File: config.mk
export PLATFORM = sky130hd
export DESIGN_NAME = sraddr_offset_unit
export DESIGN_NICKNAME = d
export VERILOG_FILES = /design/src/rtl/sraddr_pkg.sv /design/src/rtl/sraddr_bit_inc.sv /design/src/rtl/sraddr_wr_timer.sv /design/src/rtl/sraddr_offset_unit.sv
export SDC_FILE = /design/constraint.sdc
export NUM_CORES = 1
export LEC_CHECK = 0
export BUFFER_PORTS_ARGS = -buffer_cell sky130_fd_sc_hd__clkbuf_2
export CAP_MARGIN = 20
export CORE_AREA = 2 2 39 41
export CTS_CLUSTER_DIAMETER = 100
export DETAILED_ROUTE_END_ITERATION = 6
export DIE_AREA = 0 0 41 43
export PLACE_DENSITY_LB_ADDON = 0.05
export SLEW_MARGIN = 20
export SYNTH_ARGS = -nofsm -noshare
export SYNTH_HDL_FRONTEND = slang
export SYNTH_HIERARCHICAL = 1
export SYNTH_SLANG_ARGS = --single-unit
File: constraint.sdc
create_clock -name clk -period 2.25 [get_ports clk]
set_input_delay 0.3375 -clock clk [delete_from_list [all_inputs] [get_ports clk]]
set_output_delay 0.3375 -clock clk [all_outputs]
set_load 0.005 [all_outputs]
File: src/rtl/sraddr_pkg.sv
package sraddr_pkg;

    // Width of the bit-index field and number of bits held in one word.
    localparam int unsigned BIT_W         = 5;
    localparam int unsigned BITS_PER_WORD = 18;

    typedef logic [BIT_W-1:0] bit_idx_t;

endpackage

File: src/rtl/sraddr_bit_inc.sv
module sraddr_bit_inc
    import sraddr_pkg::*;
#(
    parameter int unsigned WORD_W   = 4,
    parameter int unsigned LAST_BIT = BITS_PER_WORD - 1
) (
    input  logic              inc_i,
    input  logic [WORD_W-1:0] word_i,
    input  bit_idx_t          bit_i,
    output logic [WORD_W-1:0] word_o,
    output bit_idx_t          bit_o
);

    localparam int unsigned SUM_W = BIT_W + 1;

    logic [SUM_W-1:0] sum;
    logic             carry;

    // One-bit increment with wrap past the last bit of a word.
    always_comb begin
        sum    = SUM_W'(bit_i) + SUM_W'(1);
        carry  = 1'b0;
        bit_o  = bit_i;
        if (inc_i) begin
            if (sum == SUM_W'(LAST_BIT + 1)) begin
                bit_o = '0;
                carry = 1'b1;
            end else begin
                bit_o = sum[BIT_W-1:0];
            end
        end
        word_o = word_i + WORD_W'(carry);
    end

endmodule

File: src/rtl/sraddr_wr_timer.sv
module sraddr_wr_timer #(
    parameter int unsigned HALF_CYC = 2
) (
    input  logic clk,
    input  logic rst_n,
    input  logic rd_phase_i,
    output logic twrite_o
);

    // Write window opens halfway through the write half.
    localparam int unsigned LATE_START = HALF_CYC / 2;
    localparam int unsigned CNT_W      = $clog2(LATE_START + 1);

    generate
        if ((HALF_CYC < 2) || (HALF_CYC % 2 != 0)) begin : g_bad_half
            $error("HALF_CYC must be an even value of at least 2");
        end
    endgenerate

    typedef struct packed {
        logic [CNT_W-1:0] low_cnt;
    } tmr_state_t;

    tmr_state_t state_d, state_q;

    always_comb begin
        state_d = state_q;
        if (rd_phase_i) begin
            state_d.low_cnt = '0;
        end else if (state_q.low_cnt != CNT_W'(LATE_START)) begin
            state_d.low_cnt = state_q.low_cnt + CNT_W'(1);
        end
    end

    always_ff @(posedge clk or negedge rst_n) begin
        if (!rst_n) begin
            state_q <= '0;
        end else begin
            state_q <= state_d;
        end
    end

    assign twrite_o = !rd_phase_i && (state_q.low_cnt == CNT_W'(LATE_START));

    // the window only opens after the write half has run at least one cycle
    a_r7_window_after_low: assert property (@(posedge clk) disable iff (!rst_n)
        twrite_o |-> !$past(rd_phase_i));

    // never open during the read half
    a_r7_window_not_read: assert property (@(posedge clk) disable iff (!rst_n)
        rd_phase_i |-> !twrite_o);

endmodule

File: src/rtl/sraddr_offset_unit.sv
module sraddr_offset_unit
    import sraddr_pkg::*;
#(
    parameter int unsigned WORD_W   = 4,
    parameter int unsigned NUM_WE   = 3,
    parameter int unsigned HALF_CYC = 2
) (
    input  logic                    clk,
    input  logic                    rst_n,
    input  logic [WORD_W-1:0]       word_i,
    input  logic [BIT_W-1:0]        bit_i,
    input  logic                    shift_en_i,
    input  logic                    rd_phase_i,
    input  logic                    msw_i,
    input  logic [NUM_WE-1:0]       we_raw_i,
    output logic [WORD_W+BIT_W-1:0] addr_o,
    output logic [NUM_WE-1:0]       we_o
);

    localparam int unsigned LAST_BIT = BITS_PER_WORD - 1;

    logic              sign_bit;
    logic              inc_req;
    logic              twrite;
    logic [WORD_W-1:0] word_eff;
    bit_idx_t          bit_eff;

    // Offset only in the read half, and never on the sign bit.
    assign sign_bit = msw_i && (bit_i == BIT_W'(LAST_BIT));
    assign inc_req  = shift_en_i && rd_phase_i && !sign_bit;

    sraddr_bit_inc #(
        .WORD_W   (WORD_W),
        .LAST_BIT (LAST_BIT)
    ) u_inc (
        .inc_i  (inc_req),
        .word_i (word_i),
        .bit_i  (bit_i),
        .word_o (word_eff),
        .bit_o  (bit_eff)
    );

    sraddr_wr_timer #(
        .HALF_CYC (HALF_CYC)
    ) u_tmr (
        .clk        (clk),
        .rst_n      (rst_n),
        .rd_phase_i (rd_phase_i),
        .twrite_o   (twrite)
    );

    assign addr_o = {word_eff, bit_eff};

    generate
        for (genvar g = 0; g < NUM_WE; g++) begin : g_we_gate
            assign we_o[g] = we_raw_i[g] && twrite;
        end
    endgenerate

    // write half sees the plain address
    a_r6_write_plain: assert property (@(posedge clk) disable iff (!rst_n)
        !rd_phase_i |-> (addr_o == {word_i, bit_i}));

    // sign bit of the top word is read in place
    a_r4_sign_hold: assert property (@(posedge clk) disable iff (!rst_n)
        sign_bit |-> (addr_o == {word_i, bit_i}));

    // no gated enable without its raw enable
    a_r8_we_subset: assert property (@(posedge clk) disable iff (!rst_n)
        ((we_o & ~we_raw_i) == '0));

    // gated enables stay low in the read half
    a_r7_we_not_read: assert property (@(posedge clk) disable iff (!rst_n)
        rd_phase_i |-> (we_o == '0));

endmodule

==> impl_metrics.json, run 1 <==
{
  "path_clk_slew_ps": 0,
  "multiInputGateArea_um2": 370,
  "hold_ws_ps": 115,
  "start_util_pct": 23.4,
  "fin_crit_sh_pct": 95.4,
  "max_slew.worst_pin.slew_ps": 167,
  "final_nets": 110,
  "clock.fmax_mhz": 466,
  "worst_path_most_repeated_cell": "ha_4",
  "synth_edf_count": 0,
  "cp.required_ps": 1910,
  "globalRouteOverflowTotal": 0,
  "die_h_um": 43,
  "status": "complete, no violations",
  "ant_nets": 0,
  "path_class": "input port to output pin",
  "dpl_cell_area_um2": 552,
  "via_per_inst": 4.49,
  "crit_path_start": "bit_i[0]",
  "rsz0062_at_grt": "true",
  "mostFrequentLayoutCells": "clkbuf_2, buf_4, nand2_1, ha_4",
  "ys.warnings.count": 6,
  "stdcell_area_um2": 688,
  "seqPwrFrac_pct": 15.7,
  "syn2layout_area_growth_pct": 112,
  "synth_cell_types": 24,
  "syn-num-nets": 66,
  "crit_path_end_kind": "output pin",
  "slowest_delay_ps": 230,
  "rows": 14,
  "antenna_found_initial": 0,
  "cp_cell_sequence": "buf_8, ha_4, or2_4, o21ai_4, a2bb2oi_2, a21oi_2, and2_4, ha_4, ha_4, xor2_1, buf_2",
  "maxCapViolations": 0,
  "largest_reg_flops": 1,
  "avgRoutedWirePerCell_um": 9.72,
  "cp-start-kind": "input port",
  "cts.hold.buffers_added": 0,
  "peakVddDrop_uv": 65.0,
  "final_max_slew_viol_count": 0,
  "power.leakage_nw": 0.333,
  "critical_path.slowest_cell": "or2_4",
  "die_area_um2": 1760,
  "routed_wl_mm": 1.00,
  "comb_power_share_pct": 84.3,
  "dp_hpwl_um": 800,
  "drt_iter0_markers": 0,
  "synthArstFlopShare_pct": 100,
  "hold_path.class": "input port to async pin",
  "core_area_um2": 1380,
  "layout-drive-gt1-share_pct": 66.7,
  "max_slew_margin_pct": 88.9,
  "power.switching_mw": 0.0438,
  "netlist_instances": 45,
  "synth.cell_area_um2": 324,
  "cp_max_fo": 4,
  "first_pass_iters": 1,
  "yosys_register_bits": 1,
  "cp_data_arrival_time_ps": 1810,
  "yosys.area.top_type": "ha_1",
  "track_usage_pct": 12.0,
  "ioPinCount": 29,
  "num_vias": 462,
  "p_int_mw": 0.0791,
  "synthDominantCellAreaShare_pct": 15.4,
  "hold_viol_final": 0,
  "pwr-share-clk_pct": 0,
  "final_common_cell": "clkbuf_2",
  "grt_first_pass_wirelength_mm": 1.59,
  "die_w_um": 41,
  "dominantRegCellSynth": "dfrtp_1",
  "reg_top3": "u_tmr/state_q (1)",
  "grt_max_degree": 8,
  "finalSetupViolCount": 0,
  "post-route-min-period_ps": 2150,
  "yosys-top-cells-area": "ha_1, xnor2_1, and2_1",
  "drc": 0,
  "avgSynthCellArea_um2": 7.20,
  "seqCellArea_um2": 25.0,
  "synth-seq-area-share_pct": 7.72,
  "grt_pass1_vias": 415,
  "gp_congestion": 0.675,
  "num-fill-cells": 149,
  "antenna_cells": 0,
  "p_sw_share_pct": 35.6,
  "regMostFlops": "u_tmr/state_q",
  "io_buffers": 28,
  "power_density_nw_per_um2": 179
}
cell usage after synthesis, types with 2 or more instances:
master,number
o21ai_0,2
nand3_1,5
nand2_1,4
ha_1,4
nor2b_1,2
inv_1,3
nor2_1,2
and2_1,4
xnor2_1,3
nand2b_1,2
cell type report:
class | count | share of cell area, %
Sequential cell | 1 | 3.64
Multi-Input combinational cell | 41 | 53.8
Inverter | 3 | 1.64
Timing Repair Buffer | 42 | 38.0
Tap cell | 16 | 2.91
metal layers:
layer / global-route usage, % / up-vias / wire, um
li1: - / 244 / -
met1: 15.9 / 203 / 381
met2: 21.9 / 15 / 545
met3: 0 / 0 / 74
met4: 0 / 0 / 0
met5: 0 / - / 0
critical path: cells and delay by family:
kind                       cells  cell delay [ps]
adders and majority gates      3              420
and+or+nand+nor                2              400
xor gates and xnor gates       1              110
buffers and inverters          2              230
AOI/OAI and AO/OA              3              280
power by group through the flow:
stage | Combinational, mW | Sequential, mW | Clock [mW]
6_report | 0.104 | 0.0194 | 0
5_1_grt | 0.117 | 0.0194 | 0
4_1_cts | 0.0927 | 0.0194 | 0
3_5_place_dp | 0.0808 | 0.0194 | 0
3_3_place_gp | 0.0814 | 0.0193 | 0
2_1_floorplan | 0.0333 | 0.0193 | 0
cell families after synthesis:
family                     after synthesis  share of synthesized area (%)
and+or+nand+nor                         24                           41.3
AOI/OAI and AO/OA                        9                           21.2
xor gates and xnor gates                 4                           10.8
adders and majority gates                4                           15.4
buffers and inverters                    3                           3.47
DFF                                      1                           7.72
worst max-delay path by stage:
| stage | slack, ps | end | depth (start not counted) |
|---|---|---|---|
| floorplan | 220 | addr_o[7] | 9 |
| global placement | -60 | addr_o[7] | 11 |
| detailed placement | -70 | addr_o[7] | 11 |
| CTS | 5 | addr_o[7] | 11 |
| global route | -30 | addr_o[7] | 11 |
| finish | 100 | addr_o[7] | 11 |
metrics by stage:
stage                     setup TNS [ps]  instances  setup slack [ps]  total power [mW]  utilization, %
after floorplan                        0         45               221            0.0526               -
after global placement             -55.4         98             -55.4             0.101            39.9
after detailed placement           -71.8         98             -71.8             0.100            39.9
after CTS                              0        103              4.58             0.112            44.8
after global routing               -41.5        103             -31.7             0.136            49.7
final                                  0        103               104             0.123            49.7
repair_timing:
item | CTS | global route
pin swaps | 5 | 9
setup buffers | 5 | 0
resized for setup | 6 | 20
endpoints found under the setup margin | 2 | 4
Power figures use the tool's default switching activity.
==> run 2: changes to the inputs <==
--- a/config.mk
+++ b/config.mk
@@ -5,6 +5,7 @@
 export SDC_FILE = /design/constraint.sdc
 export NUM_CORES = 1
 export LEC_CHECK = 0
+export ABC_AREA = 1
 export BUFFER_PORTS_ARGS = -buffer_cell sky130_fd_sc_hd__clkbuf_2
 export CAP_MARGIN = 20
 export CORE_AREA = 2 2 39 41
==> run 2 against run 1 <==
Compared with the run above:
- synthesized area is 8.1% higher
- setup slack better by 77 ps
- cell count rose by 6.8%
- routed wire length decreased by 17%
- hold slack gained 2.1 ps
- synthesized cell count increased by 44%
- sequential share of layout area is 1.0 points higher
- core utilization is 11 points lower
- total power shrank 21%
- maximum frequency rose by 3.7%
- critical path depth increased by 1
- first-iteration DRC count is the same
- largest power group unchanged
==> impl_metrics.json, run 2 <==
{
  "die_area_um2": 1760,
  "post-route-min-period_ps": 2070,
  "final_nets": 117,
  "regMostFlops": "u_tmr/state_q",
  "setup_slack_ps": 181,
  "num_vias": 467,
  "gr-max-usage-layer": "met2",
  "path_class": "input port to output pin",
  "final_common_cell": "clkbuf_2",
  "gp_congestion": 0.703,
  "cts_setup_buffers": 0,
  "grt_pass1_vias": 306,
  "synth.cell_area_um2": 350,
  "routed_wl_um": 831,
  "rsz0062_at_grt": "false",
  "num-fill-cells": 164,
  "power.leakage_nw": 0.358,
  "rows": 14,
  "synth_edf_count": 0,
  "synth_common_cells": "nand2_1, inv_1, nand3_1",
  "clock.fmax_mhz": 483,
  "dp_cells": 110,
  "post_cts_resized": 0,
  "fin_setup_tns_ps": 0,
  "grt_max_degree": 8,
  "cp_cell_sequence": "clkbuf_4, ha_4, inv_1, nand2_1, nand2_2, nor2_4, nand3_2, nor2_1, ha_1, ha_1, xor2_1, clkbuf_2",
  "avgSynthCellArea_um2": 5.39,
  "die_h_um": 43,
  "netlist_instances": 65,
  "grt_first_pass_wirelength_mm": 1.19,
  "dp_hpwl_um": 742,
  "final_max_slew_viol_count": 0,
  "critical_path.slowest_cell": "ha_1",
  "status": "complete, no violations",
  "cp_data_arrival_time_ps": 1730,
  "yosys.area.top_type": "nand2_1",
  "power_density_nw_per_um2": 181,
  "ys.warnings.count": 6,
  "synthDominantCellAreaShare_pct": 25.7,
  "io_buffers": 28,
  "fin_crit_sh_pct": 91.9,
  "use_met3_pct": 0,
  "synth_adder_area_share_pct": 14.3,
  "synth_top_family_by_area": "simple AND/OR/NAND/NOR gates",
  "cp.required_ps": 1910,
  "layout-drive-gt1-share_pct": 40.4,
  "cp-start-kind": "input port",
  "synthArstFlopShare_pct": 100,
  "synth_cell_types": 16,
  "stdcell_area_um2": 536,
  "path_clk_slew_ps": 0,
  "met1_usage_pct": 10.8,
  "synth-seq-area-share_pct": 7.14,
  "hold_ws_ps": 117,
  "ant_nets": 0,
  "antenna_found_initial": 0,
  "synth_most_common_cell": "nand2_1",
  "drt_iter0_markers": 0,
  "use_met2_pct": 17.5,
  "syn-num-nets": 86,
  "hold_path.class": "input port to async pin",
  "largest_reg_flops": 1,
  "antenna_cells": 0,
  "yosys-top-cells-area": "nand2_1, inv_1, ha_1",
  "first_pass_iters": 1,
  "drc": 0,
  "final_cells": 110,
  "start_util_pct": 25.3,
  "synthMuxAreaShare_pct": 0,
  "max_slew_margin_pct": 89.6,
  "cp_max_fo": 7,
  "mostFrequentLayoutCells": "clkbuf_2, nand2_1, inv_1",
  "power_mw": 0.0970,
  "maxCapViolations": 0,
  "synth-compound-area-share_pct": 2.86,
  "globalRouteOverflowTotal": 0,
  "ioPinCount": 29,
  "synth_xor_area_share_pct": 5.00,
  "core_area_um2": 1380,
  "hold_viol_final": 0,
  "postLayoutCoreUtil_pct": 38.7,
  "yosys_register_bits": 1,
  "reg_top3": "u_tmr/state_q (1)",
  "dpl_cell_area_um2": 518,
  "worst_path_most_repeated_cell": "ha_1",
  "max_slew.worst_pin.slew_ps": 156,
  "crit_path_end_kind": "output pin",
  "dominantRegCellSynth": "dfrtp_1",
  "syn2layout_area_growth_pct": 52.9,
  "track_usage_pct": 8.99,
  "yosys.area_share.simple_pct": 54.6,
  "slowest_delay_ps": 180,
  "via_per_inst": 4.25,
  "cts.hold.buffers_added": 0,
  "peakVddDrop_uv": 54.1,
  "place_ws_ps": 78.3,
  "finalSetupViolCount": 0,
  "die_w_um": 41,
  "avgRoutedWirePerCell_um": 7.55
}
==> run 2: cell types whose count changed in the layout (fill, tap and decap cells not counted), sizes merged, moves of 2 or more <==
| cell | change |
|---|---|
| nand2 | +21 |
| buf | -17 |
| inv | +12 |
| and2 | -5 |
| nor2 | +5 |
| clkbuf | +4 |
| a21oi | -2 |
| nand2b | -2 |
| nor2b | -2 |
| o21ai | -2 |
| xnor2 | -2 |
==> run 2: layout make-up <==
cell class | instances | area, um2 | area share, %
inverters | 15 | 56.3 | 10.5
multi-input cells | 49 | 282 | 52.6
flip-flops and latches | 1 | 25.0 | 4.67
well taps | 16 | 20.0 | 3.74
repair buffers | 29 | 153 | 28.5
==> run 2: power by group <==
| group | leakage, nW | switching (mW) | internal (mW) |
|---|---|---|---|
| Combinational | 0.347 | 0.0411 | 0.0363 |
| Sequential | 0.0117 | 0.000350 | 0.0192 |
| Clock | 0 | 0 | 0 |
==> run 2: critical path, delay by kind of cell <==
| kind | cells | cell delay, ps |
|---|---|---|
| adder cells (fa/ha/maj) | 3 | 500 |
| AND/OR/NAND/NOR | 5 | 430 |
| buffers and inverters | 3 | 330 |
| XOR/XNOR | 1 | 150 |
==> run 2: final timing paths <==
kind                       startpoint       endpoint  slack (ps)  cells past startpoint
worst max-delay path         bit_i[0]      addr_o[7]         180                     12
worst min-delay path            rst_n  u_tmr/state_q         120                      1
max in group asynchronous       rst_n  u_tmr/state_q        2040                      1
min in group clk           rd_phase_i  u_tmr/state_q         540                      2
==> run 2: kinds of logic (layout without fill, tap and decap cells) <==
kind of cell,Yosys count,in the layout
adder cells (fa/ha/maj),4,4
flip-flops,1,1
AND/OR/NAND/NOR,41,41
buffers and inverters,15,44
AO/OA/AOI/OAI,2,2
XOR/XNOR,2,2
==> run 2: per-layer routing <==
layer / vias to the layer above / part of all wire [%]
li1: 256 / -
met1: 194 / 41
met2: 17 / 49
met3: 0 / 9.4
met4: 0 / 0
met5: - / 0
